## config.mk

```make
export PLATFORM = sky130hd
export DESIGN_NAME = lut_cell
export DESIGN_NICKNAME = d
export VERILOG_FILES = /design/src/rtl/lut_cell_pkg.sv /design/src/rtl/lut_cell_lut.sv /design/src/rtl/lut_cell_cfg.sv /design/src/rtl/lut_cell_ff.sv /design/src/rtl/lut_cell.sv
export SDC_FILE = /design/constraint.sdc
export NUM_CORES = 1
export LEC_CHECK = 0
export BUFFER_PORTS_ARGS = -buffer_cell sky130_fd_sc_hd__buf_4
export CAP_MARGIN = 0
export CORE_MARGIN = 2
export CORE_UTILIZATION = 49
export CTS_CLUSTER_SIZE = 24
export DETAILED_ROUTE_END_ITERATION = 10
export HOLD_SLACK_MARGIN = 0.12
export PLACE_DENSITY = 0.64
export RECOVER_POWER = 100
export SLEW_MARGIN = 20
export SYNTH_ARGS = -nofsm -noshare
export SYNTH_HDL_FRONTEND = slang
export SYNTH_SLANG_ARGS = --single-unit
```

## constraint.sdc

```tcl
create_clock -name clk_i -period 3.56 [get_ports clk_i]
set_input_delay 0.712 -clock clk_i [delete_from_list [all_inputs] [get_ports clk_i]]
set_output_delay 0.712 -clock clk_i [all_outputs]
set_load 0.05 [all_outputs]
```

## src/rtl/lut_cell_pkg.sv

```systemverilog
package lut_cell_pkg;
  localparam int unsigned FG_IN    = 4;
  localparam int unsigned H_IN     = 3;
  localparam int unsigned FG_DEPTH = 1 << FG_IN;
  localparam int unsigned H_DEPTH  = 1 << H_IN;
  localparam int unsigned N_FF     = 2;

  typedef enum logic [1:0] {
    SRC_F   = 2'd0,
    SRC_G   = 2'd1,
    SRC_H   = 2'd2,
    SRC_DIN = 2'd3
  } ff_src_e;

  typedef struct packed {
    logic [FG_DEPTH-1:0]     f_tbl;
    logic [FG_DEPTH-1:0]     g_tbl;
    logic [H_DEPTH-1:0]      h_tbl;
    logic                    h2_from_f;
    logic                    h0_from_g;
    logic                    x_from_h;
    logic                    y_from_h;
    logic [N_FF-1:0][1:0]    ff_src;  // [1] = A, [0] = B
  } cfg_t;

  localparam int unsigned CFG_W = $bits(cfg_t);
endpackage

```

## src/rtl/lut_cell_lut.sv

```systemverilog
module lut_cell_lut #(
  parameter int unsigned N_IN = 4,
  localparam int unsigned DEPTH = 1 << N_IN
) (
  input  logic [DEPTH-1:0] tbl_i,
  input  logic [N_IN-1:0]  idx_i,
  output logic             out_o
);
  assign out_o = tbl_i[idx_i];
endmodule

```

## src/rtl/lut_cell_cfg.sv

```systemverilog
module lut_cell_cfg #(
  parameter int unsigned W = 48
) (
  input  logic         clk_i,
  input  logic         rst_ni,
  input  logic         shift_en_i,
  input  logic         shift_din_i,
  output logic [W-1:0] cfg_o
);
  always_ff @(posedge clk_i or negedge rst_ni) begin
    if (!rst_ni)         cfg_o <= '0;
    else if (shift_en_i) cfg_o <= {cfg_o[W-2:0], shift_din_i};
  end
endmodule

```

## src/rtl/lut_cell_ff.sv

```systemverilog
module lut_cell_ff (
  input  logic clk_i,
  input  logic rst_ni,
  input  logic en_i,
  input  logic clr_i,
  input  logic d_i,
  output logic q_o
);
  always_ff @(posedge clk_i or negedge rst_ni) begin
    if (!rst_ni)    q_o <= 1'b0;
    else if (clr_i) q_o <= 1'b0;
    else if (en_i)  q_o <= d_i;
  end
endmodule

```

## src/rtl/lut_cell.sv

```systemverilog
module lut_cell
  import lut_cell_pkg::*;
(
  input  logic             clk_i,
  input  logic             rst_ni,
  input  logic             cfg_en_i,
  input  logic             cfg_din_i,
  input  logic [FG_IN-1:0] f_i,
  input  logic [FG_IN-1:0] g_i,
  input  logic [H_IN-1:0]  h_i,
  input  logic             din_i,
  input  logic             ce_i,
  input  logic             sr_i,
  output logic             x_o,
  output logic             y_o,
  output logic             qa_o,
  output logic             qb_o
);
  logic [CFG_W-1:0] cfg_q;
  cfg_t             cfg;
  logic             f_out, g_out, h_out;
  logic [H_IN-1:0]  h_idx;
  logic [N_FF-1:0]  ff_d, ff_q;
  logic             quiet;

  assign cfg   = cfg_t'(cfg_q);
  assign quiet = cfg_en_i;

  lut_cell_cfg #(.W(CFG_W)) u_cfg (
    .clk_i       (clk_i),
    .rst_ni      (rst_ni),
    .shift_en_i  (cfg_en_i),
    .shift_din_i (cfg_din_i),
    .cfg_o       (cfg_q)
  );

  lut_cell_lut #(.N_IN(FG_IN)) u_f (.tbl_i(cfg.f_tbl), .idx_i(f_i), .out_o(f_out));
  lut_cell_lut #(.N_IN(FG_IN)) u_g (.tbl_i(cfg.g_tbl), .idx_i(g_i), .out_o(g_out));

  // top and bottom H inputs may be fed back from the first level
  assign h_idx = {cfg.h2_from_f ? f_out : h_i[2],
                  h_i[1],
                  cfg.h0_from_g ? g_out : h_i[0]};

  lut_cell_lut #(.N_IN(H_IN)) u_h (.tbl_i(cfg.h_tbl), .idx_i(h_idx), .out_o(h_out));

  for (genvar k = 0; k < N_FF; k++) begin : g_ff
    always_comb begin
      case (ff_src_e'(cfg.ff_src[k]))
        SRC_F:   ff_d[k] = f_out;
        SRC_G:   ff_d[k] = g_out;
        SRC_H:   ff_d[k] = h_out;
        default: ff_d[k] = din_i;
      endcase
    end

    lut_cell_ff u_ff (
      .clk_i  (clk_i),
      .rst_ni (rst_ni),
      .en_i   (ce_i & ~quiet),
      .clr_i  (sr_i),
      .d_i    (ff_d[k]),
      .q_o    (ff_q[k])
    );
  end

  assign x_o  = ~quiet & (cfg.x_from_h ? h_out : f_out);
  assign y_o  = ~quiet & (cfg.y_from_h ? h_out : g_out);
  assign qa_o = ~quiet & ff_q[1];
  assign qb_o = ~quiet & ff_q[0];
endmodule

```

Yosys cells after proc, flatten, opt, wreduce, memory -nomap -nowiden
Cells that the tools add are included.
{ "word_totals": {"n_memories": 0, "inputBits": 18, "ff_bits": 50, "ram_bits": 0, "latchBits": 0, "wordCells": 35, "mem_bits_ro": 0, "out_inout_bits": 4} }
{ "op_classes": {"div_mod_pow": 0, "n_reduce_logical": 3, "eq_ne": 4, "magnitude_cmp": 3, "n_mux": 16, "n_addsub": 0, "bitwise_logic": 6, "shift": 0, "multipliers": 0} }
{ "op_table": {"columns": ["cell", "n"], "rows": [
  ["$mux W1", 11],
  ["$lt A4 B5 Y1 const B", 2],
  ["$bmux W1 S4", 2],
  ["$pmux W1 S3", 2],
  ["$and A1 B1 Y1", 5],
  ["$eq A2 B1 Y1 const B", 2],
  ["$eq A2 B2 Y1 const B", 2],
  ["$logic_not A2 Y1", 2],
  ["$lt A3 B4 Y1 const B", 1],
  ["$bmux W1 S3", 1],
  ["$reduce_bool A2 Y1", 1],
  ["$not A1 Y1", 1]
]} }

Logic depth before layout (Yosys ltp)
{ "logic_depth": {"ltp_word": 8, "ltp_mapped": 7, "depth_no_buf": 6} }

Hierarchy
From an unflattened synthesis, not the netlist that was laid out.
{ "unflattened": {"hier_cells": 135, "hier_area_um2": 2386.0} }
{ "by_module_without_submodules": {"columns": ["module", "instances", "seq_area_each_um2", "area_each_um2", "cells_per_inst"], "rows": [
  ["lut_cell_cfg", 1, 1201.2, 1860.5, 101],
  ["lut_cell_lut at u_f ...", 2, 0.0, 135.1, 7],
  ["lut_cell", 1, 0.0, 113.9, 11],
  ["lut_cell_ff", 2, 25.0, 38.8, 3],
  ["lut_cell_lut at u_h", 1, 0.0, 63.8, 3]
]} }

Worst setup path before layout
No wires, ideal clock.
{ "synth_timing": {"path_type": "input -> output", "from": "input port g_i[2]", "to": "output port y_o", "n_path_buf": 1, "required_time_ps": 2848, "setup_slack_ps": -32, "t_arrival_ps": 2880, "cell_stages": 7, "cell_sequence": "buf_6 mux2_4 mux4_2 o21ai_4 o221a_4 nor2_2 o211ai_1"} }
{ "synth_via": {"elab_chain_cells": 7} }
{ "synth_rtl": {"columns": ["element", "line_no", "rtl"], "rows": [
  ["from (decl)", "lut_cell.sv:9", "input logic [FG_IN-1:0] g_i,"],
  ["$bmux W1 S4 (*)", "lut_cell_lut.sv:9", "assign out_o = tbl_i[idx_i];"],
  ["$mux W1 (implied by the code) (*)", "lut_cell_lut.sv:9", null],
  ["$mux W1", "lut_cell.sv:43", "cfg.h0_from_g ? g_out : h_i[0]};"],
  ["$bmux W1 S3", "lut_cell_lut.sv:9", null],
  ["$mux W1 (implied by the code)", "lut_cell_lut.sv:9", null],
  ["$mux W1 (*)", "lut_cell.sv:68", "assign y_o = ~quiet & (cfg.y_from_h ? h_out : g_out);"],
  ["$and A1 B1 Y1 (*)", "lut_cell.sv:68", null],
  ["to (decl)", "lut_cell.sv:15", "output logic y_o,"]
]} }
Every way passes the cells marked *; elsewhere a longest branch is shown, timed or not. The select of a mux whose other input is x is not followed.

Final worst setup path
{ "layout_timing": {"from": "input port g_i[2]", "to": "output port x_o"} }
{ "layout_via": {"elab_chain_cells": 7} }
{ "layout_rtl": {"columns": ["element", "line_no", "rtl"], "rows": [
  ["$bmux W1 S4", "lut_cell_lut.sv:9", null],
  ["$mux W1 (implied by the code)", "lut_cell_lut.sv:9", null],
  ["$mux W1", "lut_cell.sv:43", null],
  ["$bmux W1 S3", "lut_cell_lut.sv:9", null],
  ["$mux W1 (implied by the code)", "lut_cell_lut.sv:9", null],
  ["$mux W1", "lut_cell.sv:67", "assign x_o = ~quiet & (cfg.x_from_h ? h_out : f_out);"],
  ["$and A1 B1 Y1", "lut_cell.sv:67", null],
  ["to (decl)", "lut_cell.sv:14", "output logic x_o,"]
]} }
No other way between the ends. The select of a mux whose other input is x is not followed.

==> reports/results.tsv <==
stage	metric	value	unit
status	status	finished, violations left	
status	violations	capacitance limit, slew limit	
worst_setup_path	cp-start-kind	input pin	
worst_setup_path	r2r_setup_slack	1.33	ns
cts	cts_hold_buf	0	
synthesis	yosysUniqueCellTypes	35	
global_routing	grt_max_degree	62	
sta	slew_headroom	-0.751	
worst_setup_path	cp_slowest_cell	mux4_2	
place	dpl_cell_area	2670	um^2
cts	cts_tree	built	
floorplan	start_util	0.515	
sta	slew_viol_final	51	
cts	clk_path_buf_depth	2	
global_routing	grt.overflow.total	0	
cells_and_area	final_design_area_no_fill	2740	um^2
cts	htree_levels	2	
cells_and_area	nFillCells	417	
sta	fin_skew	0.00900	ns
worst_setup_path	r2r_end	g_ff[1].u_ff.q_o	
cells_and_area	antenna_cells	0	
sta	setup_viol	0	
cts	clk_latency	0.30	ns
sta	period_minus_slack	3.39	ns
cts	post-cts-setup-buffers	0	
min_path	hold_start	u_cfg.cfg_o[7]	
place	hpwl	2960	um
sta	finalHoldViolations	0	
cells_and_area	final_common_cell	dfrtp_1	
worst_setup_path	critPathMaxStageDelay	0.51	ns
cts	clkTransAtPathRegs	0.09	ns
synthesis	syn_area	2460	um^2
cts	cts_resized	0	
synthesis	ys_ff_latch	50	
pwr	p_total	1.55	mW
routing	vias	1512	
pwr	power_leakage	1.26	nW
synthesis	synthFlopType	dfrtp_1	
worst_setup_path	endpoint_kind	output port	
global_routing	first_global_vias	1574	
synthesis	synth_top_cell_by_area	dfrtp_1	
global_routing	grt_pass1_wl	7110	um
global_routing	grt_util_all_layers	0.169	
cts	root_buffer	clkbuf_8	
global_routing	antenna_found_initial	0	
pwr	peakVddDrop	0.000376	V
routing	vias_per_cell	5.50	
routing	postRouteAntennaNets	0	
pwr	p_int	1.09	mW
worst_setup_path	cp_max_fo	6	
sta	whs	0.514	ns
sta	tightest_slew	2.63	ns
min_path	hold_class	reg2reg	
floorplan	fp-row-count	25	
sta	min_period_over_period	0.953	
place	gp_congestion	0.848	
place	portBuffers	21	
flow_run	drv_cap	1	
worst_setup_path	rr_startpoint	u_cfg.cfg_o[19]	
worst_setup_path	crit_arrival	2.68	ns
routing	postRouteWirelength	4200	um
pwr	power_frac_seq	0.535	
cells_and_area	final_cell_mix	50 x dfrtp_1, 42 x mux2_2, 16 x buf_4	
synthesis	synth_edf_count	0	
floorplan	die_w	74.9	um
routing	dr.pass1.iters	4	
routing	wl_per_cell	15.3	um
cts	cts_buffers	5	
pwr	power.share.combinational	0.250	
pwr	powerDensity	566	nW/um^2
pwr	switchingPower	0.466	mW
sta	max_freq	0.295	GHz
cells_and_area	nets	225	
routing	drc	0	
synthesis	ys_warn_count	0	
worst_setup_path	cpMostUsedCell	buf_4	
floorplan	core	4790	um^2
cts	clock_sinks	50	
floorplan	die_area	5610	um^2
worst_setup_path	worstSetupPathType	in2out	
worst_setup_path	required	2.85	ns
min_path	holdPathEnd	u_cfg.cfg_o[8]	
cells_and_area	syn_to_final_growth	11.4	%
synthesis	async_reset_ff_frac	1.00	
synthesis	syn_avg_cell_area	13.2	um^2
floorplan	ios	22	
worst_setup_path	path_cells	buf_4, mux2_1, mux4_2, o21ai_4, o221a_4, nor2_2, o311ai_2, buf_4	
synthesis	yosysSeqAreaShare	0.508	
routing	drt_iter0_drc	55	
pwr	swShare	0.300	
synthesis	synthTopCellsByArea	dfrtp_1 51%, mux2_2 19%, mux4_2 4.6%	
pwr	power_frac_clock	0.215	
cells_and_area	layout-drive-gt1-share	0.399	
synthesis	synth_top_area_share	0.508	
min_path	whs_path_depth	2	
worst_setup_path	reg2reg_depth	6	
sta	rsz0062_at_grt	no	
synthesis	syn_nets	205	
synthesis	syn_inst	187	
floorplan	dieHeight	74.9	um
==> cells by family after synthesis <==
family | after synthesis | share of synthesized area
buffers and inverters | 15 | 0.0259
muxes | 55 | 0.290
and+or+nand+nor | 41 | 0.0904
DFF | 50 | 0.508
AOI/OAI and AO/OA | 26 | 0.0854
==> worst max-delay path by stage <==
| stage | from | to | cells after the start |
|---|---|---|---|
| 6_report | g_i[2] | x_o | 8 |
| 5_1_grt | g_i[2] | x_o | 8 |
| 4_1_cts | g_i[2] | x_o | 8 |
| 3_5_place_dp | g_i[2] | x_o | 8 |
| 3_3_place_gp | g_i[2] | x_o | 8 |
| 2_1_floorplan | g_i[2] | x_o | 7 |
==> layer usage <==
layer / GRT usage / part of all wire / vias up
met5: 0 / 0 / -
met4: 0.0556 / 0.010 / 0
met3: 0.0428 / 0.034 / 6
met2: 0.288 / 0.49 / 23
met1: 0.213 / 0.47 / 755
li1: - / - / 728
==> power groups by stage <==
| stage | Combinational [mW] | Sequential [mW] | Clock (mW) |
|---|---|---|---|
| after floorplan | 0.321 | 0.797 | 0 |
| after CTS | 0.396 | 0.834 | 0.346 |
| after global routing | 0.428 | 0.858 | 0.368 |
| final | 0.388 | 0.830 | 0.334 |
| after global placement | 0.381 | 0.834 | 0 |
| after detailed placement | 0.394 | 0.847 | 0 |
==> Yosys cell counts (all sizes together) (2+ instances only) <==
cell type,count
dfrtp,50
mux2,46
nand2,12
inv,7
mux4,7
o211ai,7
o21ai,7
clkbuf,6
nor2b,6
nand2b,5
nor4,4
or3,4
nor2,3
a21oi,2
a221oi,2
a31oi,2
and2,2
buf,2
mux2i,2
nor3,2
nor3b,2
o221a,2
==> metrics by stage <==
stage                     setup slack, ns  setup TNS [ns]  utilization  instances
after global placement              0.213               0        0.557        267
final                               0.167               0        0.573        275
after floorplan                   -0.0217         -0.0396            -        187
after global routing               0.0248               0        0.573        275
after detailed placement            0.153               0        0.557        267
after CTS                           0.147               0        0.576        275
==> flip-flops by register name, indices dropped and copies added, names as in the netlist <==
name / flops
u_cfg.cfg_o: 48
g_ff.u_ff.q_o: 2
==> layout make-up <==
cell class	instances	area [um^2]	share of cell area
sequential	50	1250	0.456
inverter	7	26.3	0.00958
timing repair buffer	21	141	0.0516
clock inverter	3	23.8	0.00867
multi-input combinational	122	1150	0.418
clock buffer	5	68.8	0.0251
tap	67	83.8	0.0306
==> critical path: cells and delay by family <==
family	cells	cell delay, ns
simple gates	1	0.05
compound gates	3	0.70
mux	2	0.84
buf+inv	2	0.38
(Power assumes the default switching activity.)
